`config.mk`:
```
export PLATFORM = sky130hd
export DESIGN_NAME = ccp_timer_unit
export DESIGN_NICKNAME = d
export VERILOG_FILES = /design/src/rtl/ccp_pkg.sv /design/src/rtl/ccp_timebase.sv /design/src/rtl/ccp_pwm_gen.sv /design/src/rtl/ccp_capture_unit.sv /design/src/rtl/ccp_timer_unit.sv
export SDC_FILE = /design/constraint.sdc
export NUM_CORES = 1
export LEC_CHECK = 0
export BUFFER_PORTS_ARGS = -buffer_cell sky130_fd_sc_hd__buf_2
export CAP_MARGIN = 40
export CORE_MARGIN = 8
export CORE_UTILIZATION = 40
export DETAILED_ROUTE_END_ITERATION = 8
export PLACE_DENSITY = 0.6
export SLEW_MARGIN = 5
export SYNTH_ARGS = -nofsm -noshare
export SYNTH_HDL_FRONTEND = slang
export SYNTH_HIERARCHICAL = 1
export SYNTH_SLANG_ARGS = --single-unit
```
`constraint.sdc`:
```
create_clock -name clk -period 9.22 [get_ports clk]
set_clock_uncertainty 0.15 [all_clocks]
set_input_delay 0.922 -clock clk [delete_from_list [all_inputs] [get_ports clk]]
set_output_delay 0.922 -clock clk [all_outputs]
set_load 0.01 [all_outputs]
```
`src/rtl/ccp_pkg.sv`:
```
package ccp_pkg;
  typedef enum logic [1:0] {
    MODE_IDLE    = 2'd0,
    MODE_CAPTURE = 2'd1,
    MODE_COMPARE = 2'd2,
    MODE_PWM     = 2'd3
  } ccp_mode_e;

  typedef enum logic [1:0] {
    EDGE_FALL   = 2'd0,
    EDGE_RISE   = 2'd1,
    EDGE_RISE_A = 2'd2,
    EDGE_RISE_B = 2'd3
  } edge_sel_e;

  localparam logic [1:0] REG_CTRL    = 2'd0;
  localparam logic [1:0] REG_PERIOD  = 2'd1;
  localparam logic [1:0] REG_DUTY    = 2'd2;
  localparam logic [1:0] REG_COMPARE = 2'd3;
endpackage

```
`src/rtl/ccp_timebase.sv`:
```
module ccp_timebase #(
  parameter int TMR_W   = 8,
  parameter int SUB_W   = 2,
  parameter int PRE_MID = 4,
  parameter int PRE_HI  = 16,
  localparam int FINE_W = TMR_W + SUB_W
) (
  input  logic              clk,
  input  logic              rst,
  input  logic              restart,
  input  logic [1:0]        pre_sel,
  input  logic              pwm_en,
  input  logic [TMR_W-1:0]  period_lim,
  output logic              tick,
  output logic              boundary,
  output logic [FINE_W-1:0] fine_nx,
  output logic [TMR_W-1:0]  tmr
);
  localparam int PRE_W = $clog2(PRE_HI);

  logic [PRE_W-1:0]  pcnt;
  logic [PRE_W-1:0]  lim;
  logic [FINE_W-1:0] fine_q;

  always_comb begin
    case (pre_sel)
      2'd0:    lim = '0;
      2'd1:    lim = PRE_W'(PRE_MID - 1);
      default: lim = PRE_W'(PRE_HI - 1);
    endcase
  end

  assign tick     = (pcnt == lim);
  assign boundary = pwm_en && (fine_q == {period_lim, {SUB_W{1'b1}}});
  assign fine_nx  = boundary ? '0 : fine_q + FINE_W'(1);
  assign tmr      = fine_q[FINE_W-1:SUB_W];

  always_ff @(posedge clk) begin
    if (rst || restart) begin
      pcnt   <= '0;
      fine_q <= '0;
    end else begin
      pcnt <= tick ? '0 : pcnt + PRE_W'(1);
      if (tick) fine_q <= fine_nx;
    end
  end
endmodule

```
`src/rtl/ccp_pwm_gen.sv`:
```
module ccp_pwm_gen #(
  parameter int TMR_W   = 8,
  parameter int SUB_W   = 2,
  localparam int FINE_W = TMR_W + SUB_W
) (
  input  logic              clk,
  input  logic              rst,
  input  logic              restart,
  input  logic              en,
  input  logic              tick,
  input  logic              boundary,
  input  logic [FINE_W-1:0] fine_nx,
  input  logic [TMR_W-1:0]  period_buf,
  input  logic [FINE_W-1:0] duty_buf,
  output logic [TMR_W-1:0]  period_act,
  output logic              pwm_out
);
  logic [FINE_W-1:0] duty_act;
  logic [FINE_W-1:0] duty_nx;
  logic              wrap;
  logic              load;

  assign wrap    = tick && boundary;
  assign load    = restart || !en || wrap;
  assign duty_nx = wrap ? duty_buf : duty_act;

  always_ff @(posedge clk) begin
    if (rst) begin
      period_act <= '0;
      duty_act   <= '0;
      pwm_out    <= 1'b0;
    end else begin
      if (load) begin
        period_act <= period_buf;
        duty_act   <= duty_buf;
      end
      if (restart || !en) pwm_out <= 1'b0;
      else if (tick)      pwm_out <= (fine_nx < duty_nx);
    end
  end
endmodule

```
`src/rtl/ccp_capture_unit.sv`:
```
module ccp_capture_unit
  import ccp_pkg::*;
#(
  parameter int TMR_W  = 8,
  parameter int SYNC_N = 2,
  parameter int EDGE_A = 4,
  parameter int EDGE_B = 16
) (
  input  logic             clk,
  input  logic             rst,
  input  logic             restart,
  input  logic             en,
  input  logic [1:0]       edge_sel,
  input  logic             pin,
  input  logic [TMR_W-1:0] tmr,
  output logic [TMR_W-1:0] cap_q,
  output logic             evt_q
);
  localparam int CNT_W = $clog2(EDGE_B);

  logic [SYNC_N:0]  sh;
  logic [CNT_W-1:0] ecnt;
  logic             rise;
  logic             fall;
  logic             hit;

  assign rise = sh[SYNC_N-1] & ~sh[SYNC_N];
  assign fall = ~sh[SYNC_N-1] & sh[SYNC_N];

  always_comb begin
    case (edge_sel)
      EDGE_FALL:   hit = fall;
      EDGE_RISE:   hit = rise;
      EDGE_RISE_A: hit = rise && (ecnt == CNT_W'(EDGE_A - 1));
      default:     hit = rise && (ecnt == CNT_W'(EDGE_B - 1));
    endcase
    hit = hit && en;
  end

  always_ff @(posedge clk) begin
    if (rst) begin
      sh    <= '0;
      ecnt  <= '0;
      cap_q <= '0;
      evt_q <= 1'b0;
    end else begin
      sh    <= {sh[SYNC_N-1:0], pin};
      evt_q <= hit;
      if (hit) cap_q <= tmr;
      if (restart)           ecnt <= '0;
      else if (hit)          ecnt <= '0;
      else if (en && rise)   ecnt <= ecnt + CNT_W'(1);
    end
  end
endmodule

```
`src/rtl/ccp_timer_unit.sv`:
```
module ccp_timer_unit
  import ccp_pkg::*;
#(
  parameter int TMR_W   = 8,
  parameter int SUB_W   = 2,
  parameter int PRE_MID = 4,
  parameter int PRE_HI  = 16,
  parameter int EDGE_A  = 4,
  parameter int EDGE_B  = 16,
  parameter int SYNC_N  = 2,
  localparam int FINE_W = TMR_W + SUB_W
) (
  input  logic              clk,
  input  logic              rst,
  input  logic              wr_en,
  input  logic [1:0]        wr_addr,
  input  logic [FINE_W-1:0] wr_data,
  input  logic              cap_pin,
  input  logic              irq_ack,
  output logic [TMR_W-1:0]  tmr_count,
  output logic [TMR_W-1:0]  cap_value,
  output logic              pwm_out,
  output logic              irq_flag
);
  logic [1:0]        mode_q;
  logic [1:0]        edge_q;
  logic [1:0]        pre_q;
  logic [TMR_W-1:0]  period_buf;
  logic [FINE_W-1:0] duty_buf;
  logic [TMR_W-1:0]  cmp_q;
  logic [TMR_W-1:0]  period_act;
  logic              restart;
  logic              tick;
  logic              boundary;
  logic [FINE_W-1:0] fine_nx;
  logic              cap_evt;
  logic              cmp_hit;
  logic              pwm_en;

  assign restart = wr_en && (wr_addr == REG_CTRL);
  assign pwm_en  = (mode_q == MODE_PWM);
  assign cmp_hit = (mode_q == MODE_COMPARE) && tick &&
                   (fine_nx == {cmp_q, {SUB_W{1'b0}}});

  always_ff @(posedge clk) begin
    if (rst) begin
      mode_q     <= MODE_IDLE;
      edge_q     <= '0;
      pre_q      <= '0;
      period_buf <= '0;
      duty_buf   <= '0;
      cmp_q      <= '0;
    end else if (wr_en) begin
      case (wr_addr)
        REG_CTRL: begin
          mode_q <= wr_data[1:0];
          edge_q <= wr_data[3:2];
          pre_q  <= wr_data[5:4];
        end
        REG_PERIOD:  period_buf <= wr_data[TMR_W-1:0];
        REG_DUTY:    duty_buf   <= wr_data;
        default:     cmp_q      <= wr_data[TMR_W-1:0];
      endcase
    end
  end

  always_ff @(posedge clk) begin
    if (rst)                     irq_flag <= 1'b0;
    else if (irq_ack)            irq_flag <= 1'b0;
    else if (cmp_hit || cap_evt) irq_flag <= 1'b1;
  end

  ccp_timebase #(.TMR_W(TMR_W), .SUB_W(SUB_W), .PRE_MID(PRE_MID), .PRE_HI(PRE_HI)) u_tb (
    .clk(clk), .rst(rst), .restart(restart), .pre_sel(pre_q), .pwm_en(pwm_en),
    .period_lim(period_act), .tick(tick), .boundary(boundary), .fine_nx(fine_nx),
    .tmr(tmr_count)
  );

  ccp_pwm_gen #(.TMR_W(TMR_W), .SUB_W(SUB_W)) u_pwm (
    .clk(clk), .rst(rst), .restart(restart), .en(pwm_en), .tick(tick),
    .boundary(boundary), .fine_nx(fine_nx), .period_buf(period_buf),
    .duty_buf(duty_buf), .period_act(period_act), .pwm_out(pwm_out)
  );

  ccp_capture_unit #(.TMR_W(TMR_W), .SYNC_N(SYNC_N), .EDGE_A(EDGE_A), .EDGE_B(EDGE_B)) u_cap (
    .clk(clk), .rst(rst), .restart(restart), .en(mode_q == MODE_CAPTURE),
    .edge_sel(edge_q), .pin(cap_pin), .tmr(tmr_count), .cap_q(cap_value),
    .evt_q(cap_evt)
  );
endmodule

```
==> results of run 1 <==
==> through the flow <==
stage / setup slack [ns] / util [%]
2_1_floorplan: 6.33 / -
3_3_place_gp: 5.97 / 41.8
3_5_place_dp: 5.91 / 41.9
4_1_cts: 5.88 / 44.1
5_1_grt: 5.57 / 44.1
6_report: 5.83 / 44.1
==> sequential cells by signal, summed over array words and instances, names as in the netlist, 2 cells and up <==
| signal | cells |
|---|---|
| u_pwm/period_act | 8 |
| u_cap/ecnt | 4 |
| edge_q | 2 |
| period_buf | 8 |
| cmp_q | 8 |
| u_tb/fine_q | 10 |
| mode_q | 2 |
| u_cap/sh | 3 |
| u_tb/pcnt | 4 |
| pre_q | 2 |
| duty_buf | 10 |
| u_cap/cap_q | 8 |
| u_pwm/duty_act | 10 |
==> metal layers <==
| metal | up-vias | GRT usage [%] |
|---|---|---|
| met5 | - | 0 |
| met4 | 0 | 6.83 |
| met1 | 1430 | 19.3 |
| met3 | 11 | 3.95 |
| met2 | 86 | 20.5 |
| li1 | 1594 | - |
==> placed cells by master (no fill, tap or decap), types with 12 or more instances in the layout <==
cell type	synthesis	final
ha_1	12	12
buf_2	4	34
nand2_1	70	70
mux2i_1	40	40
xor2_1	17	17
a21oi_1	36	36
nor2_1	44	44
dfxtp_1	82	82
or2b_2	13	13
nand3_1	13	13
==> worst max-delay path, delay by kind of cell, from the launching register on <==
family / cells / cell delay [ns]
buffers and inverters: 1 / 0.31
muxes: 1 / 0.20
adders and majority gates: 1 / 0.31
AOI/OAI and AO/OA: 3 / 0.66
and+or+nand+nor: 4 / 1.11
DFF: 1 / 0.47
xor gates and xnor gates: 1 / 0.11
==> area by class of cell <==
cell class                 instances  area, um2
fill                            1014       5640
multi-input combinational        340       2210
sequential                        82       1640
timing repair buffer              37        196
tap                              136        170
clock buffer                      10        138
clock inverter                     6       87.6
inverter                           4       15.0
==> final timing paths <==
check / from / end / slack [ns]
worst max-delay path: u_tb/fine_q[8]$_SDFFE_PP0P_ / u_pwm/pwm_out$_SDFFE_PP0P_ / 5.83
worst min-delay path: period_buf[0]$_SDFFE_PP0P_ / u_pwm/period_act[0]$_SDFFE_PP0P_ / 0.31
worst max register to register: u_tb/fine_q[8]$_SDFFE_PP0P_ / u_pwm/pwm_out$_SDFFE_PP0P_ / 5.83
worst min register to register: period_buf[0]$_SDFFE_PP0P_ / u_pwm/period_act[0]$_SDFFE_PP0P_ / 0.31
==> report_power, final <==
group	total, mW	switching (mW)	internal, mW
clock network	0.294	0.133	0.161
logic	0.0567	0.0326	0.0242
registers	0.370	0.00747	0.363
==> cell families (layout without fill, tap and decap cells) <==
logic type                 Yosys count  after routing  share of synthesized area [%]
AOI/OAI and AO/OA                   59             59                           8.68
muxes                               40             40                           9.85
xor gates and xnor gates            27             27                           5.82
adders and majority gates           12             12                           3.69
DFF                                 82             82                           40.4
and+or+nand+nor                    202            202                           26.3
buffers and inverters               36             57                           5.32
==> metrics, run 1 <==
share of layout cells above drive strength 1=between 10% and 20%; crit path time final=~3.4 ns; Rel. slew slack=52.6%; Starting Density=just over 40%; Hold-fix buffers, CTS=0; count leader, synth=dfxtp_1; length of routed met2 wiring=a little under 4000 um; met1 wire length=between 4000 and 5000 um; vias in the first global route=roughly 2.9k; MaxCap Viol Count=0; Inst Count DP=about 600; first-pass GRT wire length=~15000 um; Synth Warn #=6; RSZ-0062 raised after global routing=no; worst IR drop on VDD=0.0000597 V; Layout Cell Area excl Fill=approximately 4500 um2; CP Class=reg2reg; IO Port Bufs=34; via/cell ratio=roughly 5.1; Post CTS Setup Buffer Count=0; ant diodes=0; post-route insts no fill=a little over 600; clock-pin slew on the worst setup and hold paths=0.08 ns; Slew @ Worst Pin=between 0.7 and 0.8 ns; synthesis-to-layout area growth=9.60%; cell row count=37; DIE HEIGHT=around 120 um; Final Slew Violations=0; synthesized area per cell=8.88 um2; Syn Std Cell Area=between 4000 and 5000 um2; ys async rst share=0%; largest net degree at the start of global routing=76; root buffer cell=clkbuf_8; drt initial violations=approximately 200; synth cell count leaders=dfxtp_1, nand2_1, nor2_1, mux2i_1, a21oi_1; clk buf depth=2; Synth top area share=40.4%; # DRC=0; initial antenna violation count=0; Mapped Nets=~490; HP Class=reg2reg; Final setup violation count=0; area of the core=~10000 um2; CTS tree=yes; slowest cell delay on critical path=approximately 0.47 ns; RePlAce Congestion=between 0.9 and 1; clock buffer count from CTS=9; # IOs=35; Final HPWL DP=approximately 6700 um; CP required=9.36 ns; via count=between 3k and 4k; register area share after synthesis=between 40% and 50%; Hold Path Cell Cnt=2; critical-path cell list=xor2_1, nor4_1, nand3_2, inv_2, nand2_2, mux2i_1, ha_1, a211oi_1, nor2_1, a311o_1, a21oi_1; pwr/cell area=about 160 nW/um2; routed length on met3=578 um; Yosys top cell by area=dfxtp_1; grt total ovfl=0; CP startpoint kind=register; data arrival time of the critical path=3.53 ns; cts repair resizes=0; top sig layer=met4; Pwr Total=0.720 mW; die area=about 14000 um2; final WL=8970 um; die extent in x=between 100 and 150 um; Post-synth top flop=dfxtp_1; worst-skew pair later-pin latency=around 0.36 ns; H-tree depth=3; Critical Path Fanout Max=18; routed wire length per instance=about 15 um; worst reg2reg path depth=11; Final Hold Viols=0; leak pwr=1.95 nW; EDFF count, synth=0; Slowest-stage cell, CP=dfxtp_1; largest cells by area after synthesis=dfxtp_1, mux2i_1, nand2_1; GRT Resource Usage Total=~14%; CP Capture Type=register; Final period util=36.8%; Nets=approximately 500; status=finished clean; WHS=just over 0.3 ns; FF+latch count, synth=82; Unique masters post-synth=58; Pre-antenna DRT Iters=4; achievable clock frequency=about 300 MHz; synthesized instance count=458; antenna viol nets, final=0; setup_tns=0 ns; placed cell areas=around 4200 um2; clk sinks=82
Power figures use the tool's default switching activity.
==> run 2, diff against run 1 <==
==> constraint.sdc (replaced) <==
create_clock -name clk -period 3.3 [get_ports clk]
set_clock_uncertainty 0.15 [all_clocks]
set_input_delay 0.33 -clock clk [delete_from_list [all_inputs] [get_ports clk]]
set_output_delay 0.33 -clock clk [all_outputs]
set_load 0.01 [all_outputs]
==> metrics, run 2 (same netlist as run 1, synthesis figures left out) <==
Final period util=between 80% and 90%; Slowest-stage cell, CP=dfxtp_1; RSZ-0062 raised after global routing=no; worst-skew pair later-pin latency=~0.36 ns; Slew @ Worst Pin=roughly 0.80 ns; GRT Max-Usage Layer=met2; area of the core=approximately 10000 um2; leak pwr=1.96 nW; met3 Use GR=3.34%; cts repair resizes=0; DIE HEIGHT=between 100 and 150 um; Critical Path Fanout Max=12; drt initial violations=176; clk buf depth=2; via/cell ratio=5.16; Starting Density=40.3%; vias in the first global route=between 3k and 4k; # IOs=35; Hold-fix buffers, CTS=0; share of layout cells above drive strength 1=between 10% and 20%; HP Class=in2reg; grt met1 use=19.5%; Final setup violation count=0; Pre-antenna DRT Iters=4; Rel. slew slack=between 40 and 50%; Final Hold Viols=0; synthesis-to-layout area growth=9.48%; CP required=about 3.4 ns; clock buffer count from CTS=9; clk sinks=between 80 and 90; Final Slew Violations=0; IO Port Bufs=34; crit path time final=just under 3 ns; CTS tree=yes; ant diodes=0; via count=around 3.2k; initial antenna violation count=0; Final HPWL DP=around 7000 um; CP Capture Type=register; GRT Resource Usage Total=approximately 15%; antenna viol nets, final=0; die extent in x=117 um; highest-count cells in the layout ignoring fill and taps=dfxtp_1, nand2_1, nor2_1, mux2i_1, a21oi_1; achievable clock frequency=341 MHz; critical-path cell list=xor2_1, nor4_1, nand3_2, inv_2, nand2_2, mux2i_1, ha_1, a211oi_1, nor2_1, a311o_1, a21oi_1; pwr/cell area=425 nW/um2; first-pass GRT wire length=about 15000 um; Post CTS Setup Buffer Count=0; largest net degree at the start of global routing=just under 50; data arrival time of the critical path=just over 3 ns; die area=about 14000 um2; CP Class=reg2reg; clock-pin slew on the worst setup and hold paths=approximately 0.09 ns; GR Util met2=21.8%; H-tree depth=3; top flop regs=duty_buf (10), u_pwm/duty_act (10), u_tb/fine_q (10); grt total ovfl=0; setup_tns=0 ns; worst IR drop on VDD=about 0.00023 V; commonest non-fill, non-tap cell in the layout=dfxtp_1; MaxCap Viol Count=0; root buffer cell=clkbuf_8; worst path bufs/invs=1; final WL=between 9000 and 10000 um; CP startpoint kind=register; Pwr Total=~1.9 mW; RePlAce Congestion=0.899; Nets=around 510; cell family with most CP delay=simple AND/OR/NAND/NOR gates; # DRC=0; routed wire length per instance=around 15 um; status=finished clean; slowest cell delay on critical path=0.48 ns; cell row count=37
==> run 2: cell types whose count changed in the layout (fill, tap and decap cells not counted), sizes merged <==
cell,previous run,this run
clkinv,2,3
bufinv,2,0
inv,6,7
buf,37,42
==> run 2: worst paths after layout <==
check	start	endpoint	slack [ns]	cells past startpoint
min	cap_pin	u_cap/sh[0]$_SDFF_PP0_	0.04	2
max	u_tb/fine_q[8]$_SDFFE_PP0P_	u_pwm/pwm_out$_SDFFE_PP0P_	0.37	11
min reg2reg	u_cap/sh[0]$_SDFF_PP0_	u_cap/sh[1]$_SDFF_PP0_	0.30	1
max reg2reg	u_tb/fine_q[8]$_SDFFE_PP0P_	u_pwm/pwm_out$_SDFFE_PP0P_	0.37	11
==> run 2: final cells by class <==
class	count	area, um2
clock buffers	10	138
clock inverters	6	48.8
fillers	1027	5640
inverters	4	15.0
multi-input cells	340	2210
flip-flops and latches	82	1640
well taps	136	170
repair buffers	42	230
==> run 2: per-layer routing <==
metal / wire length, um / share of wire (%)
met5: 0 / 0
met4: 204 / 2.2
met3: 541 / 5.8
met2: 4090 / 44
met1: 4510 / 48
==> run 2: report_power, final <==
part | switching, mW | internal (mW)
registers | 0.0204 | 1.01
logic | 0.0913 | 0.0686
clock network | 0.395 | 0.304
total | 0.506 | 1.39
==> run 2: through the flow <==
| stage | instances | area [um2] | hold WS (ns) | setup slack, ns | utilization, % |
|---|---|---|---|---|---|
| after floorplan | 458 | 4070 | 0.264 | 0.407 | - |
| after global placement | 604 | 4260 | 0.289 | 0.445 | 42.3 |
| after detailed placement | 604 | 4260 | 0.296 | 0.408 | 42.3 |
| after CTS | 620 | 4450 | 0.0197 | 0.385 | 44.1 |
| after global routing | 620 | 4450 | 0.0338 | 0.117 | 44.1 |
| final | 620 | 4450 | 0.0409 | 0.371 | 44.1 |
